--- src/rtl/disp_cmdq_exec.sv ---
module disp_cmdq_exec #(
  parameter int AW   = 16,
  parameter int CNTW = 32
) (
  input  logic          clk,
  input  logic          rst_n,
  input  logic          head_we,
  input  logic [AW-1:0] head_wdata,
  input  logic          tail_we,
  input  logic [AW-1:0] tail_wdata,
  input  logic          halt,
  input  logic          irq_clr,
  output logic          busy,
  output logic          prog_irq,
  output logic          err,
  output logic          mrd_req_valid,
  input  logic          mrd_req_ready,
  output logic [AW-1:0] mrd_req_addr,
  input  logic          mrd_rsp_valid,
  input  logic [31:0]   mrd_rsp_data,
  output logic          rw_valid,
  output logic [19:0]   rw_offset,
  output logic [3:0]    rw_be,
  output logic [31:0]   rw_data,
  input  logic          us_tick,
  input  logic          vblank,
  output logic          win_req,
  output logic          win_inside,
  output logic [19:0]   win_lo,
  output logic [19:0]   win_hi,
  input  logic          win_done
);
  localparam logic [AW-1:0] STEP = AW'(4);
  localparam logic [7:0] OP_NOP = 8'h00, OP_WR = 8'h01, OP_WUS = 8'h02,
                         OP_WLN = 8'h03, OP_WVB = 8'h04, OP_WIN = 8'h05,
                         OP_WOUT = 8'h06, OP_IRQ = 8'h07, OP_IDX = 8'h09;

  typedef enum logic [2:0] {S_IDLE, S_REQ, S_RSP, S_WR, S_WAIT, S_WIN} state_t;
  typedef enum logic [1:0] {K_LO, K_HI, K_DAT, K_PAD} kind_t;

  state_t          state;
  kind_t           kind;
  logic [AW-1:0]   head, tail, addr;
  logic [31:0]     lo;
  logic [7:0]      op_q, upx;
  logic [CNTW-1:0] cnt;
  logic            wait_vb;
  logic [19:0]     wr_off;
  logic [3:0]      wr_be;
  logic [31:0]     wr_data;

  wire [7:0]    rsp_op   = mrd_rsp_data[31:24];
  wire          got      = (state == S_RSP) && mrd_rsp_valid;
  wire          irq_set  = got && (kind == K_HI) && (rsp_op == OP_IRQ);
  wire [AW-1:0] nxt_addr = addr + STEP;
  wire          tick     = wait_vb ? vblank : us_tick;

  assign busy          = (state != S_IDLE);
  assign mrd_req_valid = (state == S_REQ) && !halt && (addr != tail);
  assign mrd_req_addr  = addr;
  assign rw_valid      = (state == S_WR);
  assign rw_offset     = wr_off;
  assign rw_be         = wr_be;
  assign rw_data       = wr_data;
  assign win_req       = (state == S_WIN);
  assign win_inside    = (op_q != OP_WOUT);
  assign win_lo        = lo[19:0];
  assign win_hi        = (op_q == OP_WLN) ? lo[19:0] : {upx, lo[31:20]};

  always_ff @(posedge clk) begin
    if (!rst_n) begin
      state    <= S_IDLE;
      kind     <= K_LO;
      head     <= '0;
      tail     <= '0;
      addr     <= '0;
      lo       <= '0;
      op_q     <= '0;
      upx      <= '0;
      cnt      <= '0;
      wait_vb  <= 1'b0;
      wr_off   <= '0;
      wr_be    <= '0;
      wr_data  <= '0;
      prog_irq <= 1'b0;
      err      <= 1'b0;
    end else begin
      prog_irq <= irq_set | (prog_irq & ~irq_clr);
      case (state)
        S_IDLE: begin
          if (head_we) head <= head_wdata;
          if (tail_we && !halt) begin
            if (head[5:0] != 6'd0) begin
              err <= 1'b1;
            end else begin
              err   <= 1'b0;
              tail  <= tail_wdata;
              addr  <= head;
              kind  <= K_LO;
              state <= S_REQ;
            end
          end
        end
        S_REQ: begin
          if (halt || addr == tail) state <= S_IDLE;
          else if (mrd_req_ready)   state <= S_RSP;
        end
        S_RSP: begin
          if (mrd_rsp_valid) begin
            addr <= nxt_addr;
            case (kind)
              K_LO: begin
                lo    <= mrd_rsp_data;
                kind  <= K_HI;
                state <= S_REQ;
              end
              K_HI: begin
                op_q <= rsp_op;
                upx  <= mrd_rsp_data[7:0];
                kind <= K_LO;
                case (rsp_op)
                  OP_NOP, OP_IRQ: state <= S_REQ;
                  OP_WR: begin
                    wr_off  <= mrd_rsp_data[19:0];
                    wr_be   <= mrd_rsp_data[23:20];
                    wr_data <= lo;
                    state   <= S_WR;
                  end
                  OP_WUS, OP_WVB: begin
                    cnt     <= CNTW'(lo);
                    wait_vb <= (rsp_op == OP_WVB);
                    state   <= S_WAIT;
                  end
                  OP_WLN, OP_WIN, OP_WOUT: state <= S_WIN;
                  OP_IDX: begin
                    wr_off <= mrd_rsp_data[19:0];
                    cnt    <= CNTW'(lo);
                    kind   <= (lo == 32'd0) ? K_LO : K_DAT;
                    state  <= S_REQ;
                  end
                  default: begin
                    err   <= 1'b1;
                    state <= S_IDLE;
                  end
                endcase
              end
              K_DAT: begin
                wr_data <= mrd_rsp_data;
                wr_be   <= 4'hF;
                cnt     <= cnt - CNTW'(1);
                if (cnt == CNTW'(1)) kind <= nxt_addr[2] ? K_PAD : K_LO;
                state   <= S_WR;
              end
              default: begin
                kind  <= K_LO;
                state <= S_REQ;
              end
            endcase
          end
        end
        S_WR: state <= halt ? S_IDLE : S_REQ;
        S_WAIT: begin
          if (halt)                 state <= S_IDLE;
          else if (cnt == '0)       state <= S_REQ;
          else if (tick)            cnt   <= cnt - CNTW'(1);
        end
        S_WIN: begin
          if (halt)          state <= S_IDLE;
          else if (win_done) state <= S_REQ;
        end
        default: state <= S_IDLE;
      endcase
    end
  end
endmodule


--- config.mk ---
export PLATFORM = sky130hd
export DESIGN_NAME = disp_cmdq_exec
export DESIGN_NICKNAME = d
export VERILOG_FILES = /design/src/rtl/disp_cmdq_exec.sv
export SDC_FILE = /design/constraint.sdc
export NUM_CORES = 1
export LEC_CHECK = 0
export BUFFER_PORTS_ARGS = -buffer_cell sky130_fd_sc_hd__buf_2
export CAP_MARGIN = 30
export CORE_UTILIZATION = 45
export DETAILED_ROUTE_END_ITERATION = 8
export PLACE_DENSITY = 0.68
export SYNTH_ARGS = -nofsm -noshare
export SYNTH_HDL_FRONTEND = slang
export SYNTH_SLANG_ARGS = --single-unit
export TNS_END_PERCENT = 30
--- constraint.sdc ---
create_clock -name clk -period 3.4 [get_ports clk]
set_input_delay 0.17 -clock clk [delete_from_list [all_inputs] [get_ports clk]]
set_output_delay 0.17 -clock clk [all_outputs]
set_load 0.01 [all_outputs]
# [Yosys cells after proc, flatten, opt, wreduce, memory -nomap -nowiden]
# Cells that the tools add are included.
[classes] addsub=2 n_eq_ne=35 mux=45 n_bitwise=4 n_reduce_logical=36
[ops] op="32-bit 2-to-1 mux" count=6
[ops] op="32-bit case mux with 2 select lines" count=3
[ops] op="32-bit logical NOT" count=2
[ops] op="16-bit 2-to-1 mux" count=3
[ops] op="32-bit by 1-bit equality test with 1-bit output (second input constant)" count=1
[ops] op="8-bit by 3-bit equality test with 1-bit output (second input constant)" count=4
[ops] op="16-bit case mux with 2 select lines" count=1
[ops] op="32-bit by 1-bit subtractor with 32-bit output (second input constant)" count=1
[ops] op="3-bit 2-to-1 mux" count=9
[ops] op="8-bit by 2-bit equality test with 1-bit output (second input constant)" count=3
[ops] op="20-bit 2-to-1 mux" count=1
[ops] op="3-bit case mux with 6 select lines" count=1
[ops] op="16-bit by 3-bit adder with 16-bit output (second input constant)" count=1
[ops] op="16-bit equality test" count=1
[ops] op="16-bit != test" count=1
[ops] op="4-bit AND reduction" count=4
[ops] op="2-bit 2-to-1 mux" count=7
[ops] op="2-bit != test (second input constant)" count=7
[ops] op="3-bit case mux with 4 select lines" count=1
[ops] op="5-bit AND reduction" count=2
[ops] op="3-bit != test (second input constant)" count=3
[ops] op="3-bit AND reduction" count=3
[ops] op="3-bit OR reduction" count=3
[ops] op="9-bit OR reduction" count=1
[ops] op="34 further kinds" count=53
[totals] regBits=192 inputBits=75 out_inout_bits=119 word_cells=137

# [Depth between registers and ports, before layout]
# Gate-level depths: netlist of the first run.
[depth] depth_word=6 mapped_depth=10 ltp_nobuf=8

# [Least setup slack after synthesis of the first run]
# No wires, ideal clock.
[synth_path] kind="flip-flop to flip-flop" start="reg cnt[8]" end="reg cnt[19]" setup_time_ns=0.130 arrival_ns=2.302 required_time_ns=3.270 setup_slack_ns=0.968 stages_incl_launch_ff=8 n_path_buf=1 period_less_slack_ns=2.432 path_cell_list="dfxtp_1 or4_4 or4_1 clkbuf_1 or2_4 o21a_1 o311ai_2 o31ai_1"
[synth_between] elab_chain_cells=5 elab_cells_between_ends=10 classes_between="1 x add/sub; 1 x eq/ne; 6 x mux; 2 x reduce/logical"
[synth_lines] item="start: declaration" line="46" text="logic [CNTW-1:0] cnt;"
[synth_lines] item="start signal: assignment" line="130" text="cnt <= CNTW'(lo);"
[synth_lines] item="start signal: assignment" line="137" text="cnt <= CNTW'(lo);"
[synth_lines] item="start signal: assignment" line="150" text="cnt <= cnt - CNTW'(1);"
[synth_lines] item="32-bit by 1-bit subtractor with 32-bit output" line="150, 165"
[synth_lines] item="32-bit 2-to-1 mux" line="165" text="else if (tick) cnt <= cnt - CNTW'(1);"
[synth_lines] item="32-bit 2-to-1 mux" line="164" text="else if (cnt == '0) state <= S_REQ;"
[synth_lines] item="32-bit 2-to-1 mux" line="163" text="if (halt) state <= S_IDLE;"
[synth_lines] item="32-bit case mux with 2 select lines" line="89" text="case (state)"
# Several ways; a longest one is shown, not always the timed one. The select of a mux whose other input is x is not followed.
# A chain may end at the register's enable or synchronous reset.

# [Final worst setup path of the first run]
[layout_path] start="reg cnt[18]" end="reg cnt[6]"
[layout_between] elab_chain_cells=3
[layout_lines] item="32-bit logical NOT" line="164"
[layout_lines] item="2-bit != test (no source line)"
[layout_lines] item="7-bit AND reduction (no source line)"
# No other way between the ends.

==> impl_results.md, run 1 <==
- Final hold slack: 0.007787 ns
- Post-Syn Area: 0.009453 mm²
- CP endpoint kind: register
- DRT Wirelength: 29,170 µm
- Final period util: 0.8530
- Top cell type's share of synthesized area: 0.4066
- DRC viols: 0
- Worst reg2reg startpoint: cnt[18]
- Buf/Inv on CP: 0
- Share of layout cells above drive strength 1: 0.2171
- Critical Path Source: cnt[18]
- Worst slack, placed: 0.5822 ns
- Largest family of logic cells by synthesized area: simple AND/OR/NAND/NOR gates
- Root Driver: clkbuf_16
- Final Power: 5.229 mW
- Final setup margin: 0.5000 ns
- Max stage delay on crit path: 0.66 ns
- Detailed Routing Iterations Pass 1: 6
- Final ANT Viol Nets: 0
- Synth Area in XOR/XNOR: 0.01575
- Hold_sp: mrd_rsp_data[13]
- Top delay family on crit path: simple AND/OR/NAND/NOR gates
- Setup TNS: 0 ns
- Global-route wire length before repair: 46,260 µm
- Reg-to-reg slack, setup: 0.50 ns
- IO Pins: 194
- Final slew viol count: 0
- CTS H-tree lvls: 4
- Synth area leaders: dfxtp_1, nand2_1, a21oi_1
- P_leak: 4.610 nW
- Die footprint: 0.02159 mm²
- #FFs+latches synth: 192
- Unrepaired setup endpoints after global routing: false
- DR vias/cell: 5.732
- Max Cap Violations: 0
- Mux share of post-synthesis cell area: 0.08008
- Critical path type: register to register
- Largest net degree at the start of global routing: 87
- Commonest non-fill, non-tap cell in the layout: nand2_1
- Stages on worst setup path: 6
- Maximum vdd drop: 0.3346 mV
- Hold Path Stages: 3
- CTS max path bufs: 2
- Synth Area per Inst: 8.045 µm²
- Status: complete, no violations
- Final net count: 1,415
- Max Clk Rate: 344.8 MHz
- Hold Vio Cnt, Final: 0
- Worst Max-Slew Pin Slew: 0.7956 ns
- Worst-path fanout max: 29
- Sequential share of the synthesized area: 0.4066
- Power per Cell Area: 455.1 mW/mm²
- CTS tree: built
- Vias in the first global route: 8,596
- Register-to-Register Path Depth: 6
- Slew HR: 0.4681
- Crit path capture: cnt[6]
- Initial Utilization: 0.4627
- Fin cells: 1,616
- Total GRT Usage: 0.2703
- Synth unique cells: 66
- Final number of setup-violating endpoints: 0
- 1st-iter DRT viols: 850
- Post-synthesis adder-cell area fraction: 0.01059
- Insertion delay to the later sink of the worst-skew pair: 0.44 ns
- Most frequent cells in the layout: nand2_1, buf_2, dfxtp_1
- Gp weighted congestion: 0.8792
- Port Buffer Count: 193
- Slowest cell on the critical path: or4_1
- CP cell instances: or4_1 -> nor4_1 -> nand4_1 -> nor2b_2 -> or2_2 -> o21ai_0
- Antenna violations before repair: 1
- Clk slew on worst S/H paths: 0.09 ns
- Cell taking the most area after synthesis: dfxtp_1
- CTS Sinks: 192
- Post-CTS setup buffers: 0
- Critical Path AT: 3.19 ns
- Rows: 52
- HPWL after detailed placement: 19,910 µm
- Crit path launch type: register
- Remaining Overflow, GRT: 0
- Hold Path Class: input pin to register
- Clock skew: 0.01504 ns
- Compound-gate portion of the synthesized area: 0.2077
- Placed insts: 1,540
- Final min period: 2.900 ns
- Data required, critical path: 3.69 ns
- Syn-to-layout area delta: 21.55%
- Net Count, Synth: 1,258
- Die H: 146.9 µm
- Synth Area in Simple Gates: 0.2173
- Post-synthesis cell count: 1,175
- Die Width: 146.9 µm
- Inserted Clock Buffers: 17
- Synth warn: 0
- DR vias: 9,263
- Number of synthesized flops with an enable pin: 0
- Reg2reg end: cnt[6]
- Per-cell routed wire length: 18.05 µm
- Async S/R FF share, synth: 0
- Placeable Area: 0.02043 mm²
- Main synth FF type: dfxtp_1
## per-layer routing
layer / vias to the layer above / part of all wire / track usage
met5: - / 0 / 0
met4: 0 / 0.033 / 0.1046
met3: 68 / 0.070 / 0.04627
met2: 389 / 0.47 / 0.4355
met1: 4310 / 0.43 / 0.3605
li1: 4496 / - / -
## registers in the layout, indices dropped and copies added, names as in the netlist
name	cells
cnt	32
err	1
head	16
kind	2
lo	32
mrd_req_addr	16
op_q	8
prog_irq	1
rw_be	4
rw_data	32
rw_offset	20
state	3
tail	16
upx	8
wait_vb	1
## kinds of logic (layout without fill, tap and decap cells)
| family | Yosys count | after routing |
|---|---|---|
| compound gates | 297 | 297 |
| xor+xnor | 17 | 17 |
| fa+ha+maj | 8 | 8 |
| buf+inv | 130 | 300 |
| flops | 192 | 192 |
| mux | 73 | 73 |
| other cells | 0 | 1 |
| simple gates | 458 | 458 |
## cell type report
class / count / area (µm²)
antenna: 1 / 2.502
timing repair buffer: 253 / 1567
tap: 270 / 337.8
multi-input combinational: 853 / 5036
sequential: 192 / 3844
clock inverter: 15 / 219.0
clock buffer: 17 / 425.4
fill: 1924 / 8940
inverter: 15 / 58.81
## cell usage after synthesis (7+ instances only)
cell,count
mux2i_1,52
nand2_1,203
ha_1,8
o31ai_1,23
buf_4,22
a31oi_1,7
mux2_2,21
nor3_1,21
inv_1,15
clkbuf_1,78
and3_1,7
buf_2,12
nor4_1,21
a22oi_1,9
o311ai_0,27
nand4_1,8
dfxtp_1,192
or4_1,8
a21oi_1,128
o21ai_0,22
a211oi_1,37
nand3_1,16
nor2_1,132
xor2_1,17
or3_1,11
## worst min path at each step
stage               endpoint  slack (ns)
2_1_floorplan        head[0]        0.31
3_3_place_gp         tail[3]        0.40
3_5_place_dp         tail[1]        0.41
4_1_cts              tail[6]       0.003
5_1_grt               upx[2]        0.01
6_report       rw_offset[13]       0.008
## power by group
| group | switching, mW | leakage [nW] | internal, mW |
|---|---|---|---|
| registers | 0.0961 | 1.55 | 2.32 |
| clock network | 1.06 | 0.307 | 1.09 |
| logic | 0.383 | 2.75 | 0.276 |
## worst min-delay path, delay by kind of cell
kind / cells / cell delay (ns)
AOI/OAI and AO/OA: 1 / 0.05
and+or+nand+nor: 1 / 0.06
buffers and inverters: 1 / 0.13
## repair_timing
item / 4_1_cts / 5_1_grt
endpoints found under the hold margin: 45 / 0
gates resized for setup: 0 / 0
hold buffers: 42 / 0
## metrics by stage
step,utilization,cell area [µm²]
floorplan,-,9453
detailed placement,0.5088,10400
global route,0.5624,11490
finish,0.5624,11490
global placement,0.5088,10400
CTS,0.5609,11460
Note: power is estimated with default switching activity, not from simulation.
==> run 2: changes to the inputs <==
Settings changed: ABC_AREA set to 1, CORE_ASPECT_RATIO set to 1.4, PLACE_DENSITY 0.68 to 0.67.
==> impl_results.md, run 2 <==
- Placeable Area: 0.02178 mm² (+6.6%)
- Synth area leaders: dfxtp_1, nand2_1, o21ai_0
- Per-cell routed wire length: 16.15 µm (-11%)
- Top delay family on crit path: compound AO/OA/AOI/OAI gates
- Synth unique cells: 46 (-30%)
- Clock skew: 0.009886 ns (-0.005158 ns)
- Max stage delay on crit path: 0.53 ns (-0.13 ns)
- Async S/R FF share, synth: 0 (unchanged)
- Slowest cell on the critical path: o211ai_1
- Hold Path Class: input pin to register
- Main synth FF type: dfxtp_1
- CTS Sinks: 192 (unchanged)
- Global-route wire length before repair: 48,800 µm (+5.5%)
- Reg-to-reg slack, setup: 0.97 ns (+0.47 ns)
- Root Driver: clkbuf_16
- Post-placement cell area: 0.01087 mm² (+4.5%)
- DRT Wirelength: 31,280 µm (+7.2%)
- Inserted Clock Buffers: 17 (unchanged)
- # hold bufs at CTS: 8 (-81%)
- Die Width: 127.6 µm (-13%)
- Data required, critical path: 3.70 ns (about the same)
- Worst path most repeated cell: buf_4
- Largest net degree at the start of global routing: 69 (-21%)
- Clk slew on worst S/H paths: 0.07 ns (-0.02 ns)
- Antenna violations before repair: 0 (-1)
- Syn-to-layout area delta: 16.07%
- Buf/Inv on CP: 4 (+4)
- Final period util: 0.7136 (-0.1394)
- Vias in the first global route: 9,553 (+11%)
- Insertion delay to the later sink of the worst-skew pair: 0.45 ns (about the same)
- Final Cell Area: 0.01153 mm² (+0.37%)
- Setup TNS: 0 ns (unchanged)
- #FFs+latches synth: 192 (unchanged)
- Power per Cell Area: 807.4 mW/mm² (+77%)
- Die H: 177.8 µm (+21%)
- P_leak: 5.070 nW (+10%)
- Synth warn: 0 (unchanged)
- DRC viols: 0 (unchanged)
- Remaining Overflow, GRT: 0 (unchanged)
- Critical path type: register to register
- Logic pwr share: 0.464 (+0.338)
- Post-Syn Area: 0.009936 mm² (+5.1%)
- Final number of setup-violating endpoints: 0 (unchanged)
- Top cells by count, synth: nand2_1, nor2_1, dfxtp_1
- Die footprint: 0.02269 mm² (+5.1%)
- Internal Power: 5.030 mW (+36%)
- CTS H-tree lvls: 4 (unchanged)
- Crit path launch type: register
- Worst Max-Slew Pin Slew: 0.8866 ns (+0.09103 ns)
- Switching Fraction: 0.4597 (+0.1654)
- Final slew viol count: 0 (unchanged)
- Maximum vdd drop: 0.4148 mV (+24%)
- Worst reg2reg startpoint: kind[0]
- CP cell instances: inv_1 -> ha_1 -> buf_4 -> o211ai_1 -> clkinv_1 -> buf_4 -> o21ai_0 -> a31oi_1
- Initial Utilization: 0.4562 (-0.006533)
- HPWL after detailed placement: 22,820 µm (+15%)
- Rows: 64 (+23%)
- Status: complete, no violations
- Max Clk Rate: 412.2 MHz (+20%)
- 1st-iter DRT viols: 673 (-21%)
- Reg2reg end: rw_data[21]
- CTS tree: built
- Worst-path fanout max: 68 (+130%)
- Detailed Routing Iterations Pass 1: 5 (-1)
- Slew HR: 0.4083 (-0.05985)
- Worst Hold End: rw_data[16]
- Synth Area per Inst: 6.668 µm² (-17%)
- Final min period: 2.426 ns (-0.4740 ns)
- DR vias: 10.30k (+11%)
- Unrepaired setup endpoints after global routing: false
- Sequential share of the synthesized area: 0.3869 (-0.01977)
- Hold Vio Cnt, Final: 0 (unchanged)
- Gp weighted congestion: 0.8959 (+1.9%)
- Net Count, Synth: 1,573 (+25%)
- Total GRT Usage: 0.2769 (+0.006623)
- Final ANT Viol Nets: 0 (unchanged)
- IO Pins: 194 (unchanged)
- Critical Path AT: 2.73 ns (-0.46 ns)
- Number of synthesized flops with an enable pin: 0 (unchanged)
- Count leader, synth: nand2_1
- Post-synthesis cell count: 1,490 (+27%)
- CTS max path bufs: 2 (unchanged)
- Share of layout cells above drive strength 1: 0.1756 (-0.04149)
- Cell taking the most area after synthesis: dfxtp_1
- Register-to-Register Path Depth: 8 (+2)
- Port Buffer Count: 193 (unchanged)
- Final net count: 1,710 (+21%)
- Hold Path Stages: 3 (unchanged)
- Commonest non-fill, non-tap cell in the layout: nand2_1
- Clk network pwr share: 0.214 (-0.197)
- CP endpoint kind: register
- Post-CTS setup buffers: 0 (unchanged)
- Psw: 4.280 mW (+180%)
- Most frequent cells in the layout: nand2_1, nor2_1, dfxtp_1, buf_2, o21ai_0
- Reg power frac: 0.322 (-0.141)
- Hold_sp: mrd_rsp_data[16]
- DR vias/cell: 5.320 (-7.2%)
- # diodes: 0 (-1)
- Top cell type's share of synthesized area: 0.3869 (-0.01977)
- Max Cap Violations: 0 (unchanged)
- Post_cts resized: 0 (unchanged)
- Final Power: 9.311 mW (+78%)
[run 2: logic make-up after synthesis]
logic type,count (synthesis),synth area share
fa+ha+maj,8,0.01007
simple gates,660,0.2791
flops,192,0.3869
buf+inv,248,0.1079
compound gates,377,0.2117
xor+xnor,5,0.004407
[run 2: power groups by stage]
stage	Combinational, mW	Sequential (mW)	Clock [mW]
6_report	4.32	3.00	1.99
5_1_grt	4.89	3.04	2.09
4_1_cts	4.29	2.99	2.01
3_5_place_dp	4.26	3.04	0
3_3_place_gp	4.20	3.04	0
2_1_floorplan	3.23	2.94	0
[run 2: how the worst max path moves through the flow]
stage | from | endpoint | slack, ns | cells after the start
global placement | kind[0] | rw_data[11] | 1.05 | 8
finish | kind[0] | rw_data[21] | 0.97 | 8
CTS | kind[0] | rw_data[21] | 0.92 | 8
global route | kind[1] | rw_offset[14] | 0.74 | 11
detailed placement | kind[0] | rw_data[14] | 0.96 | 8
floorplan | kind[0] | rw_data[0] | 1.67 | 8
[run 2: per-layer routing]
layer,up-vias,track usage,part of all wire
li1,5136,-,-
met1,4686,0.3091,0.39
met2,387,0.4845,0.49
met3,95,0.05035,0.061
met4,0,0.1745,0.056
met5,-,0,0
[run 2: layout make-up]
| class | count | area, µm² |
|---|---|---|
| Inverter | 152 | 571.8 |
| Fill cell | 2190 | 10250 |
| Sequential cell | 192 | 3844 |
| Timing Repair Buffer | 214 | 1159 |
| Multi-Input combinational cell | 1050 | 5022 |
| Clock inverter | 10 | 100.1 |
| Clock buffer | 22 | 464.2 |
| Tap cell | 297 | 371.6 |
[run 2: worst register-to-register path: cells and delay by family, from the launching register on]
kind,cells,cell delay (ns)
AO/OA/AOI/OAI,3,0.86
buffers and inverters,4,0.83
adder cells (fa/ha/maj),1,0.21
flip-flops,1,0.38
[run 2: per-stage QoR]
stage	setup slack (ns)	std cells	hold WS (ns)	utilization
after CTS	0.9233	1936	0.002025	0.5286
after global routing	0.7410	1937	0.01132	0.5295
after global placement	1.049	1896	0.4331	0.4990
after detailed placement	0.9586	1896	0.4367	0.4990
after floorplan	1.668	1490	0.3049	-
final	0.9739	1937	0.006197	0.5295
==> run 3: changes to the inputs <==
Settings changed: PLACE_DENSITY 0.67 to 0.7.
Clock period 3.4 ns to 2.2 ns, I/O delays scaled along.
==> impl_results.md, run 3 (same netlist as run 2, synthesis figures left out) <==
- Fillers: 2,112 (-3.6%)
- Clock skew: 0.02194 ns (+0.01206 ns)
- Hold_sp: head_wdata[4]
- DR vias/cell: 5.304 (-0.29%)
- Gp weighted congestion: 0.8978 (+0.21%)
- Register-to-Register Path Depth: 12 (+4)
- Slew HR: 0.6102 (+0.2019)
- 1st-iter DRT viols: 688 (+2.2%)
- Die H: 177.8 µm (unchanged)
- Worst reg2reg startpoint: state[2]
- CTS H-tree lvls: 4 (unchanged)
- Failing checks: hold timing
- Final Cell Area: 0.01234 mm² (+7.0%)
- Reg-to-reg slack, setup: 0.22 ns (-0.75 ns)
- Unrepaired setup endpoints after global routing: false
- Setup TNS: 0 ns (unchanged)
- Hold Path Class: input pin to register
- Final slew viol count: 0 (unchanged)
- HPWL after detailed placement: 23,330 µm (+2.2%)
- Final net count: 1,779 (+4.0%)
- Most frequent cells in the layout: nand2_1, nor2_1, dfxtp_1, buf_2, o21ai_0
- CTS tree: built
- Detailed Routing Iterations Pass 1: 7 (+2)
- CTS Sinks: 192 (unchanged)
- Root Driver: clkbuf_16
- CTS max path bufs: 2 (unchanged)
- Max stage delay on crit path: 0.32 ns (-0.21 ns)
- DRC viols: 0 (unchanged)
- Insertion delay to the later sink of the worst-skew pair: 0.45 ns (about the same)
- Port Buffer Count: 193 (unchanged)
- Per-cell routed wire length: 16.24 µm (+0.58%)
- Slowest cell on the critical path: dfxtp_1
- Syn-to-layout area delta: 24.18%
- Largest net degree at the start of global routing: 141 (+100%)
- Die Width: 127.6 µm (unchanged)
- Final period util: 0.9246
- Hold Vio Cnt, Final: 1 (+1)
- Inserted Clock Buffers: 17 (unchanged)
- Die footprint: 0.02269 mm² (unchanged)
- Power per Cell Area: 1209 mW/mm² (+50%)
- Total GRT Usage: 0.2869 (+0.009923)
- Maximum vdd drop: 0.7111 mV (+71%)
- CP endpoint kind: output port
- Data required, critical path: 2.09 ns (-1.61 ns)
- Worst Max-Slew Pin Slew: 0.5802 ns (-0.3064 ns)
- Commonest non-fill, non-tap cell in the layout: nand2_1
- Final Power: 14.92 mW (+60%)
- Global-route wire length before repair: 50,790 µm (+4.1%)
- Worst slack, placed: 0.2416 ns (-0.7169 ns)
- Crit path launch type: register
- Critical Path AT: 1.92 ns (-0.81 ns)
- P_leak: 5.425 nW (+7.0%)
- Antenna violations before repair: 0 (unchanged)
- Max Clk Rate: 491.6 MHz
- Reg2reg end: cnt[26]
- IO Pins: 194 (unchanged)
- Status: finished with violations
- Post-CTS setup buffers: 0 (unchanged)
- Remaining Overflow, GRT: 0 (unchanged)
- DRT Wirelength: 32,580 µm (+4.2%)
- Vias in the first global route: 10.01k (+4.8%)
- Final hold slack: -0.005083 ns (-0.01128 ns)
- CP cell instances: nor4_2 -> nand4_1 -> buf_4 -> nand2_1 -> o21ai_0 -> buf_2
- Rows: 64 (unchanged)
- Critical path type: register to output port
- Clk slew on worst S/H paths: 0.08 ns (about the same)
- Share of layout cells above drive strength 1: 0.1814 (+0.005783)
- Final ANT Viol Nets: 0 (unchanged)
- Final setup margin: 0.1659 ns (-0.8080 ns)
- Initial Utilization: 0.4562 (unchanged)
- # diodes: 0 (unchanged)
- DR vias: 10.64k (+3.3%)
- Worst-path fanout max: 40 (-41%)
- Final number of setup-violating endpoints: 0 (unchanged)
- Critical Path Source: op_q[7]
- Crit path capture: win_hi[5]
- Placeable Area: 0.02178 mm² (unchanged)
- Final min period: 2.034 ns
- Post-placement cell area: 0.01109 mm² (+2.0%)
- Max Cap Violations: 0 (unchanged)
## run 3: worst min-delay path by stage
stage	cells past startpoint	slack (ns)	endpoint
global placement	4	0.36	prog_irq
global route	3	0.01	head[2]
detailed placement	4	0.38	prog_irq
finish	3	-0.005	head[4]
CTS	3	0.0007	tail[11]
floorplan	2	0.24	upx[0]
## run 3: repair_timing
item	4_1_cts	5_1_grt
endpoints found under the hold margin	96	0
hold buffers	60	0
gates resized for setup	0	3
endpoints found under the setup margin	0	25
## run 3: cell type report
class                           count  area, µm²  area share
Multi-Input combinational cell   1050       5029      0.4076
Timing Repair Buffer              283       1882      0.1525
Tap cell                          297      371.6     0.03012
Inverter                          152      574.3     0.04655
Clock buffer                       17      425.4     0.03448
Sequential cell                   192       3844      0.3115
Clock inverter                     15      212.7     0.01724
## run 3: stage by stage
stage	util	cells	hold slack [ns]
6_report	0.5665	2006	-0.005083
5_1_grt	0.5665	2006	0.01110
4_1_cts	0.5661	2006	0.0006561
3_5_place_dp	0.5092	1914	0.3756
3_3_place_gp	0.5092	1914	0.3647
2_1_floorplan	-	1490	0.2449
## run 3: power breakdown
part | internal [mW] | switching (mW) | total (mW)
sequential | 4.03 | 0.586 | 4.62
clock | 1.66 | 1.63 | 3.29
combinational | 2.33 | 4.68 | 7.00
## run 3: worst max-delay path: cells and delay by family, from the launching register on
kind / cells / cell delay (ns)
AOI/OAI and AO/OA: 1 / 0.11
buffers and inverters: 2 / 0.44
DFF: 1 / 0.32
and+or+nand+nor: 3 / 0.59
## run 3: per-layer routing
layer  GRT usage  vias to the layer above  wire (µm)
met5           0                        -          0
met4      0.1691                        0       1843
met3     0.04974                      102       1799
met2      0.5093                      398      16220
met1      0.3199                     4864      12710
li1            -                     5276          -
